## config.mk

```make
export PLATFORM = sky130hd
export DESIGN_NAME = chario_flag_ctrl
export DESIGN_NICKNAME = d
export VERILOG_FILES = /design/src/rtl/chario_pkg.sv /design/src/rtl/chario_in_chan.sv /design/src/rtl/chario_out_chan.sv /design/src/rtl/chario_irq_sense.sv /design/src/rtl/chario_flag_ctrl.sv
export SDC_FILE = /design/constraint.sdc
export NUM_CORES = 1
export LEC_CHECK = 0
export ABC_CLOCK_PERIOD_IN_PS = 2300
export BUFFER_PORTS_ARGS = -buffer_cell sky130_fd_sc_hd__buf_2
export CAP_MARGIN = 40
export CORE_MARGIN = 2
export CORE_UTILIZATION = 40
export CTS_CLUSTER_SIZE = 10
export DETAILED_ROUTE_END_ITERATION = 7
export GPL_TIMING_DRIVEN = 0
export HOLD_SLACK_MARGIN = 0.12
export PLACE_DENSITY = 0.74
export SLEW_MARGIN = 10
export SYNTH_ARGS = -nofsm -noshare
export SYNTH_HDL_FRONTEND = slang
export SYNTH_SLANG_ARGS = --single-unit
```

## constraint.sdc

```tcl
create_clock -name clk_i -period 2.3 [get_ports clk_i]
set_clock_uncertainty 0.2 [all_clocks]
set_input_delay 0.23 -clock clk_i [delete_from_list [all_inputs] [get_ports clk_i]]
set_output_delay 0.23 -clock clk_i [all_outputs]
set_load 0.1 [all_outputs]
```

## src/rtl/chario_pkg.sv

```systemverilog
package chario_pkg;
  localparam int unsigned FO_W       = 3;
  localparam int unsigned FO_CLR_IN  = 0;
  localparam int unsigned FO_CLR_OUT = 1;
  localparam int unsigned FO_START   = 2;
  localparam int unsigned NUM_CH     = 2;
  localparam int unsigned CH_IN      = 0;
  localparam int unsigned CH_OUT     = 1;
endpackage

```

## src/rtl/chario_in_chan.sv

```systemverilog
module chario_in_chan #(
  parameter int unsigned DATA_W      = 8,
  parameter bit          READER_MODE = 1'b1
) (
  input  logic              clk_i,
  input  logic              rst_ni,
  input  logic              start_i,
  input  logic              clr_i,
  input  logic              src_valid_i,
  input  logic              src_break_i,
  input  logic [DATA_W-1:0] src_data_i,
  output logic [DATA_W-1:0] data_o,
  output logic              rdy_o,
  output logic              fetch_o
);
  logic [DATA_W-1:0] data_q;
  logic              rdy_q;
  logic              take_ok;
  logic              take;

  assign take = (src_valid_i | src_break_i) & take_ok;

  generate
    if (READER_MODE) begin : g_reader
      logic pend_q;
      always_ff @(posedge clk_i or negedge rst_ni) begin
        if (!rst_ni)                pend_q <= 1'b0;
        else if (take)              pend_q <= 1'b0;
        else if (start_i && !pend_q) pend_q <= 1'b1;
      end
      assign take_ok = pend_q;
      assign fetch_o = pend_q;

      assert_no_take_R8: assert property (@(posedge clk_i) disable iff (!rst_ni)
        !pend_q |=> $stable(data_q));
      assert_fetch_ends_R4: assert property (@(posedge clk_i) disable iff (!rst_ni)
        (pend_q && src_valid_i) |=> !pend_q);
    end else begin : g_free
      logic unused_start;
      assign unused_start = start_i;
      assign take_ok = 1'b1;
      assign fetch_o = 1'b0;
    end
  endgenerate

  always_ff @(posedge clk_i or negedge rst_ni) begin
    if (!rst_ni) begin
      data_q <= '0;
      rdy_q  <= 1'b0;
    end else if (take) begin
      data_q <= src_break_i ? '0 : src_data_i;
      rdy_q  <= 1'b1;
    end else if (clr_i) begin
      rdy_q  <= 1'b0;
    end
  end

  assign data_o = data_q;
  assign rdy_o  = rdy_q;

  assert_load_R4: assert property (@(posedge clk_i) disable iff (!rst_ni)
    (take && !src_break_i) |=> (rdy_q && data_q == $past(src_data_i)));
  assert_break_R5: assert property (@(posedge clk_i) disable iff (!rst_ni)
    (take && src_break_i) |=> (rdy_q && data_q == '0));
  assert_clr_in_R6: assert property (@(posedge clk_i) disable iff (!rst_ni)
    (clr_i && !src_valid_i && !src_break_i) |=> !rdy_q);
endmodule

```

## src/rtl/chario_out_chan.sv

```systemverilog
module chario_out_chan #(
  parameter int unsigned DATA_W = 8,
  parameter int unsigned BUS_W  = 16
) (
  input  logic              clk_i,
  input  logic              rst_ni,
  input  logic              wr_i,
  input  logic [BUS_W-1:0]  wr_data_i,
  input  logic              clr_i,
  input  logic              snk_ready_i,
  output logic              snk_valid_o,
  output logic [DATA_W-1:0] snk_data_o,
  output logic              rdy_o
);
  logic [DATA_W-1:0] data_q;
  logic              busy_q;
  logic              rdy_q;

  generate
    if (BUS_W > DATA_W) begin : g_hi
      logic unused_hi;
      assign unused_hi = ^wr_data_i[BUS_W-1:DATA_W];
    end
  endgenerate

  always_ff @(posedge clk_i or negedge rst_ni) begin
    if (!rst_ni) begin
      data_q <= '0;
      busy_q <= 1'b0;
      rdy_q  <= 1'b1;
    end else if (wr_i) begin
      data_q <= wr_data_i[DATA_W-1:0];
      busy_q <= 1'b1;
      rdy_q  <= 1'b0;
    end else if (busy_q && snk_ready_i) begin
      busy_q <= 1'b0;
      rdy_q  <= 1'b1;
    end else if (clr_i) begin
      rdy_q  <= 1'b0;
    end
  end

  assign snk_valid_o = busy_q;
  assign snk_data_o  = data_q;
  assign rdy_o       = rdy_q;

  assert_wr_arms_R2: assert property (@(posedge clk_i) disable iff (!rst_ni)
    wr_i |=> (snk_valid_o && !rdy_q && snk_data_o == $past(wr_data_i[DATA_W-1:0])));
  assert_hold_R3: assert property (@(posedge clk_i) disable iff (!rst_ni)
    (snk_valid_o && !snk_ready_i && !wr_i) |=> (snk_valid_o && $stable(snk_data_o)));
  assert_done_R3: assert property (@(posedge clk_i) disable iff (!rst_ni)
    (snk_valid_o && snk_ready_i && !wr_i) |=> (!snk_valid_o && rdy_q));
  assert_clr_out_R6: assert property (@(posedge clk_i) disable iff (!rst_ni)
    (clr_i && !wr_i && !(snk_valid_o && snk_ready_i)) |=> !rdy_q);
endmodule

```

## src/rtl/chario_irq_sense.sv

```systemverilog
module chario_irq_sense #(
  parameter int unsigned NUM_CH = 2
) (
  input  logic [NUM_CH-1:0] flag_i,
  input  logic [NUM_CH-1:0] ien_i,
  input  logic [NUM_CH-1:0] sel_i,
  output logic [NUM_CH-1:0] irq_o,
  output logic              sense_o
);
  logic [NUM_CH-1:0] hit;

  for (genvar g = 0; g < NUM_CH; g++) begin : g_ch
    assign irq_o[g] = flag_i[g] & ien_i[g];
    assign hit[g]   = flag_i[g] & sel_i[g];
  end

  assign sense_o = |hit;
endmodule

```

## src/rtl/chario_flag_ctrl.sv

```systemverilog
module chario_flag_ctrl
  import chario_pkg::*;
#(
  parameter int unsigned DATA_W      = 8,
  parameter int unsigned BUS_W       = 16,
  parameter bit          READER_MODE = 1'b1
) (
  input  logic              clk_i,
  input  logic              rst_ni,
  input  logic              wr_en_i,
  input  logic [BUS_W-1:0]  wr_data_i,
  input  logic              fo_en_i,
  input  logic [FO_W-1:0]   fo_cmd_i,
  input  logic [NUM_CH-1:0] sense_sel_i,
  output logic              sense_o,
  output logic [DATA_W-1:0] rd_data_o,
  input  logic              in_ien_i,
  input  logic              out_ien_i,
  output logic              in_irq_o,
  output logic              out_irq_o,
  input  logic              src_valid_i,
  input  logic              src_break_i,
  input  logic [DATA_W-1:0] src_data_i,
  output logic              fetch_req_o,
  output logic              snk_valid_o,
  input  logic              snk_ready_i,
  output logic [DATA_W-1:0] snk_data_o
);
  logic              clr_in, clr_out, start;
  logic [NUM_CH-1:0] flags, ien, irq;

  assign clr_in  = fo_en_i & fo_cmd_i[FO_CLR_IN];
  assign clr_out = fo_en_i & fo_cmd_i[FO_CLR_OUT];
  assign start   = fo_en_i & fo_cmd_i[FO_START];

  chario_in_chan #(.DATA_W(DATA_W), .READER_MODE(READER_MODE)) u_in (
    .clk_i       (clk_i),
    .rst_ni      (rst_ni),
    .start_i     (start),
    .clr_i       (clr_in),
    .src_valid_i (src_valid_i),
    .src_break_i (src_break_i),
    .src_data_i  (src_data_i),
    .data_o      (rd_data_o),
    .rdy_o       (flags[CH_IN]),
    .fetch_o     (fetch_req_o)
  );

  chario_out_chan #(.DATA_W(DATA_W), .BUS_W(BUS_W)) u_out (
    .clk_i       (clk_i),
    .rst_ni      (rst_ni),
    .wr_i        (wr_en_i),
    .wr_data_i   (wr_data_i),
    .clr_i       (clr_out),
    .snk_ready_i (snk_ready_i),
    .snk_valid_o (snk_valid_o),
    .snk_data_o  (snk_data_o),
    .rdy_o       (flags[CH_OUT])
  );

  assign ien[CH_IN]  = in_ien_i;
  assign ien[CH_OUT] = out_ien_i;

  chario_irq_sense #(.NUM_CH(NUM_CH)) u_irq (
    .flag_i  (flags),
    .ien_i   (ien),
    .sel_i   (sense_sel_i),
    .irq_o   (irq),
    .sense_o (sense_o)
  );

  assign in_irq_o  = irq[CH_IN];
  assign out_irq_o = irq[CH_OUT];

  assert_irq_gate_R9: assert property (@(posedge clk_i) disable iff (!rst_ni)
    (!in_ien_i && !out_ien_i) |-> (!in_irq_o && !out_irq_o));
  assert_skip_R7: assert property (@(posedge clk_i) disable iff (!rst_ni)
    (sense_sel_i == '0) |-> !sense_o);
endmodule

```

======== After elaboration in Yosys (flattened, before gate mapping) ========
Cells that the tools add are included.
cells by class
  reductions and logical operators ........ 8
  bitwise logic cells ..................... 9
  mux-type cells .......................... 10
operators with widths
  cell                 count
  $mux W1              9
  $and A1 B1 Y1        8
  $mux W8              1
  $reduce_bool A2 Y1   3
  $reduce_bool A3 Y1   1
  $logic_and A1 B1 Y1  2
  $reduce_or A2 Y1     1
  $logic_not A1 Y1     1
  $or A1 B1 Y1         1
word-level totals
  input bits .............................. 38
  register bits after elaboration ......... 20
  output and inout bits ................... 21

======== Longest topological paths before layout ========
  depth after elaboration ................. 4
  gate-level depth with buffers ........... 3
  gate-level depth less buffers ........... 2

======== Hierarchy ========
Synthesis repeated with hierarchy kept, for this count alone.
second synthesis, totals
  cells, all modules ...................... 79
  area total of the unflattened synthesis .. 964.7 um^2
by module, submodules not included
  module            times used  area an instance (um^2)  cells an instance
  chario_in_chan    1           514.2                    49
  chario_out_chan   1           410.4                    24
  chario_irq_sense  1           21.3                     3
  chario_flag_ctrl  1           18.8                     3

======== Worst setup path after synthesis ========
No wires, ideal clock.
  path kind ............................... register to register
  start point ............................. reg u_in.g_reader.pend_q (netlist: u_in.fetch_o)
  end point ............................... reg u_in.data_q[6] (netlist: u_in.data_o[6])
  stages on the path, launching flop included .. 3
  slack ................................... 0.465 ns
  data required time ...................... 1.974 ns
  setup time .............................. 0.126 ns
  period minus slack after synthesis ...... 1.835 ns
  arrival time ............................ 1.509 ns
  cells stage by stage .................... dfrtp_1 -> and2b_4 -> a221o_1
on the way
  longest elaborated chain between the ends .. 1
RTL lines
  element                 line                  RTL
  from (decl)             chario_in_chan.sv:25  logic pend_q;
  from (signal assigned)  chario_in_chan.sv:27  if (!rst_ni) pend_q <= 1'b0;
  from (signal assigned)  chario_in_chan.sv:28  else if (take) pend_q <= 1'b0;
  from (signal assigned)  chario_in_chan.sv:29  else if (start_i && !pend_q) pend_q <= 1'b1;
  $and A1 B1 Y1           chario_in_chan.sv:21  assign take = (src_valid_i | src_break_i) & take_ok;
  to (signal assigned)    chario_in_chan.sv:51  data_q <= src_break_i ? '0 : src_data_i;
  to (decl)               chario_in_chan.sv:16  logic [DATA_W-1:0] data_q;
No other way between the ends.
A chain may end at the register's enable or synchronous reset.

======== Final worst setup path ========
  start point ............................. in src_break_i
  end point ............................... reg u_in.data_q[0] (netlist: u_in.data_o[0])
on the way
  longest elaborated chain between the ends .. 2
  elaborated cells on any way between the ends .. 3
RTL lines
  element        line                    RTL
  from (decl)    chario_flag_ctrl.sv:22  input logic src_break_i,
  $or A1 B1 Y1   chario_in_chan.sv:21
  $and A1 B1 Y1  chario_in_chan.sv:21
Several ways; a longest one is shown, not always the timed one.

==> results.cfg <==
[outcome]
status = finished, final reports clean

[routing]
drt-vias-per-instance = 4.71
drt-initial-drc-count = 7
drtAntennaViolNets = 0
drt_first_pass_iters = 3
vias = 848
wire_per_inst_um = 12.0
wl_mm = 2.16
drc = 0

[global_route]
grt_max_degree = 21
grt_overflow = 0
antenna_found_initial = 0
first_global_vias = 863
track_usage_pct = 17.4
grt_first_pass_wirelength_mm = 3.48

[floorplanning]
dieArea_mm2 = 0.00270
die_y_um = 51.9
start_util_pct = 41.9
die_x_um = 51.9
io_pins = 59
rows = 17
core_mm2 = 0.00219

[final_layout]
fin_cells = 180
final_area_mm2 = 0.00150
drive_gt1_share_pct = 44.7
num_antenna_cells = 0
layout_commonest_cell = buf_2
nets = 191
final_cell_mix = buf_2, dlygate4sd3_1, dfrtp_1
fillers = 176
area_delta_synth_final_pct = 62.8

[worst_hold_path]
hp-class = in -> async

[cts]
cts.sinks = 20
cts_tree = done
post_cts_resized = 0
cts-root-buf = clkbuf_4
cts_max_level = 1
clock_latency_ns = 0.28
clk_transition_reported_paths_ns = 0.11
cts_buffers = 3
ctsHoldBuffers = 27
cts_setup_buffers = 0
cts_max_path_buffers = 2

[logic_synthesis]
synth_top_family_by_area = simple AND/OR/NAND/NOR gates
netlist_area_um2 = 918
synthSimpleGateAreaFrac_pct = 18.4
synth_compound_area_share_pct = 12.7
ys_warn_count = 0
synthTopCellsByArea = dfrtp_1, mux2_1, a221o_1
yosysTopAreaCell = dfrtp_1
synth_seq_cells = 20
syn_nets = 110
synthMuxAreaShare_pct = 10.9
synth_adder_area_share_pct = 0
syn_inst = 72
ys_seq_area_share_pct = 54.6
syn_area_per_cell_um2 = 12.8
synth_xor_area_share_pct = 0
netlist.area_leader.share_pct = 51.8
ys_types = 22

[power]
total_leakage_power_nw = 0.735
p_per_area_mw_per_mm2 = 935
power.total_mw = 1.40
ir_drop_v = 0.000648

[sta]
tightest_slew_ns = 0.492
tns_ns = 0
fin_crit_sh_pct = 85.8
rsz0062_at_grt = no
maxSlewViolCount = 0
clock.fmax_mhz = 507
max-slew-margin-rel_pct = 67.4
setup_violations = 0
fin_crit_ns = 1.97
finalHoldViolations = 0

[setup_path]
crit_fanout = 6
critPathRequiredTime_ns = 2.33
start_kind = input port
cpMostUsedCell = dlygate4sd3_1
cp_slowest_cell = dlygate4sd3_1
end_kind = flop
crit_path_max_incr_delay_ns = 0.57
critical_path.cell_chain = dlygate4sd3_1, buf_2, or2_1, o221ai_1, dlygate4sd3_1
cp.arrival_ns = 2.00
crit_family = buffers and inverters
path_buf_inv = 3
path_class = in -> reg

[flow_run]
maxCapViolCount = 0

[placement]
dp.cells = 149
gp_congestion = 0.644
io_buffers = 49
dp_hpwl_mm = 1.36
dpl_cell_area_mm2 = 0.00120
==> path summary, 6_finish.rpt <==
check	start	end	slack, ns	cells after the start
max	src_break_i	u_in.data_o[0]	0.33	5
min in group clk_i	src_valid_i	u_in.fetch_o	0.22	3
min reg2reg	u_out.snk_data_o[3]	u_out.snk_data_o[3]	0.29	1
min	rst_ni	u_in.data_o[5]	0.21	2
max reg2reg	u_in.fetch_o	u_in.data_o[2]	0.54	4
max in group asynchronous	rst_ni	u_out.rdy_o	1.36	2
==> through the flow <==
stage | util (%) | hold WS [ns] | setup WS [ns]
6_report | 68.2 | 0.207 | 0.326
5_1_grt | 68.2 | 0.241 | 0.278
4_1_cts | 68.2 | 0.185 | 0.384
3_5_place_dp | 54.7 | 0.00470 | 0.827
3_3_place_gp | 54.7 | 0.000348 | 0.830
2_1_floorplan | - | -0.266 | 0.465
==> synthesized netlist by cell type <==
library cell,number
a21bo_2,1
a21o_1,1
a21oi_1,1
a221o_1,5
a22o_1,2
and2_1,4
and2_2,3
and2b_4,5
buf_2,1
buf_6,1
dfrtp_1,19
dfstp_2,1
inv_1,4
mux2_1,8
mux2i_1,1
nand2_1,3
nand2b_2,3
nand3_1,3
nor2_1,1
nor2b_2,1
o221ai_1,3
or2_1,1
==> cell type report <==
class | instances | area, µm² | share of cell area [%]
timing repair buffer | 76 | 515 | 34.5
sequential | 20 | 502 | 33.6
multi-input combinational | 46 | 385 | 25.8
buffer | 2 | 16.3 | 1.09
tap | 28 | 35.0 | 2.34
clock buffer | 4 | 26.3 | 1.76
inverter | 4 | 15.0 | 1.00
==> worst register-to-register path, cell delays in order, from the launching register on <==
cell and delay [ns]:
dfrtp_1 0.49, buf_6 0.17, nand3_1 0.09, dlygate4sd3_1 0.57
o221ai_1 0.16
==> flip-flops by register name, summed over array words and instances (netlist names) <==
| signal | cells |
|---|---|
| u_out.snk_data_o | 8 |
| u_in.data_o | 8 |
| u_in.fetch_o | 1 |
| u_out.snk_valid_o | 1 |
| u_out.rdy_o | 1 |
| u_in.rdy_o | 1 |
==> cell families after synthesis <==
| logic type | Yosys count |
|---|---|
| multiplexers | 9 |
| flip-flops | 20 |
| AND/OR/NAND/NOR | 24 |
| buffers and inverters | 6 |
| AO/OA/AOI/OAI | 13 |
==> report_power, final <==
part	internal [mW]	switching [mW]
combinational	0.187	0.580
sequential	0.417	0.0488
clock	0.0673	0.0984
==> metal layers <==
layer	GRT usage [%]	share of wire [%]
met3	2.87	5.8
met1	19.5	43
met5	0	0
met2	32.9	50
met4	5.26	0.42
(Power assumes the default switching activity.)
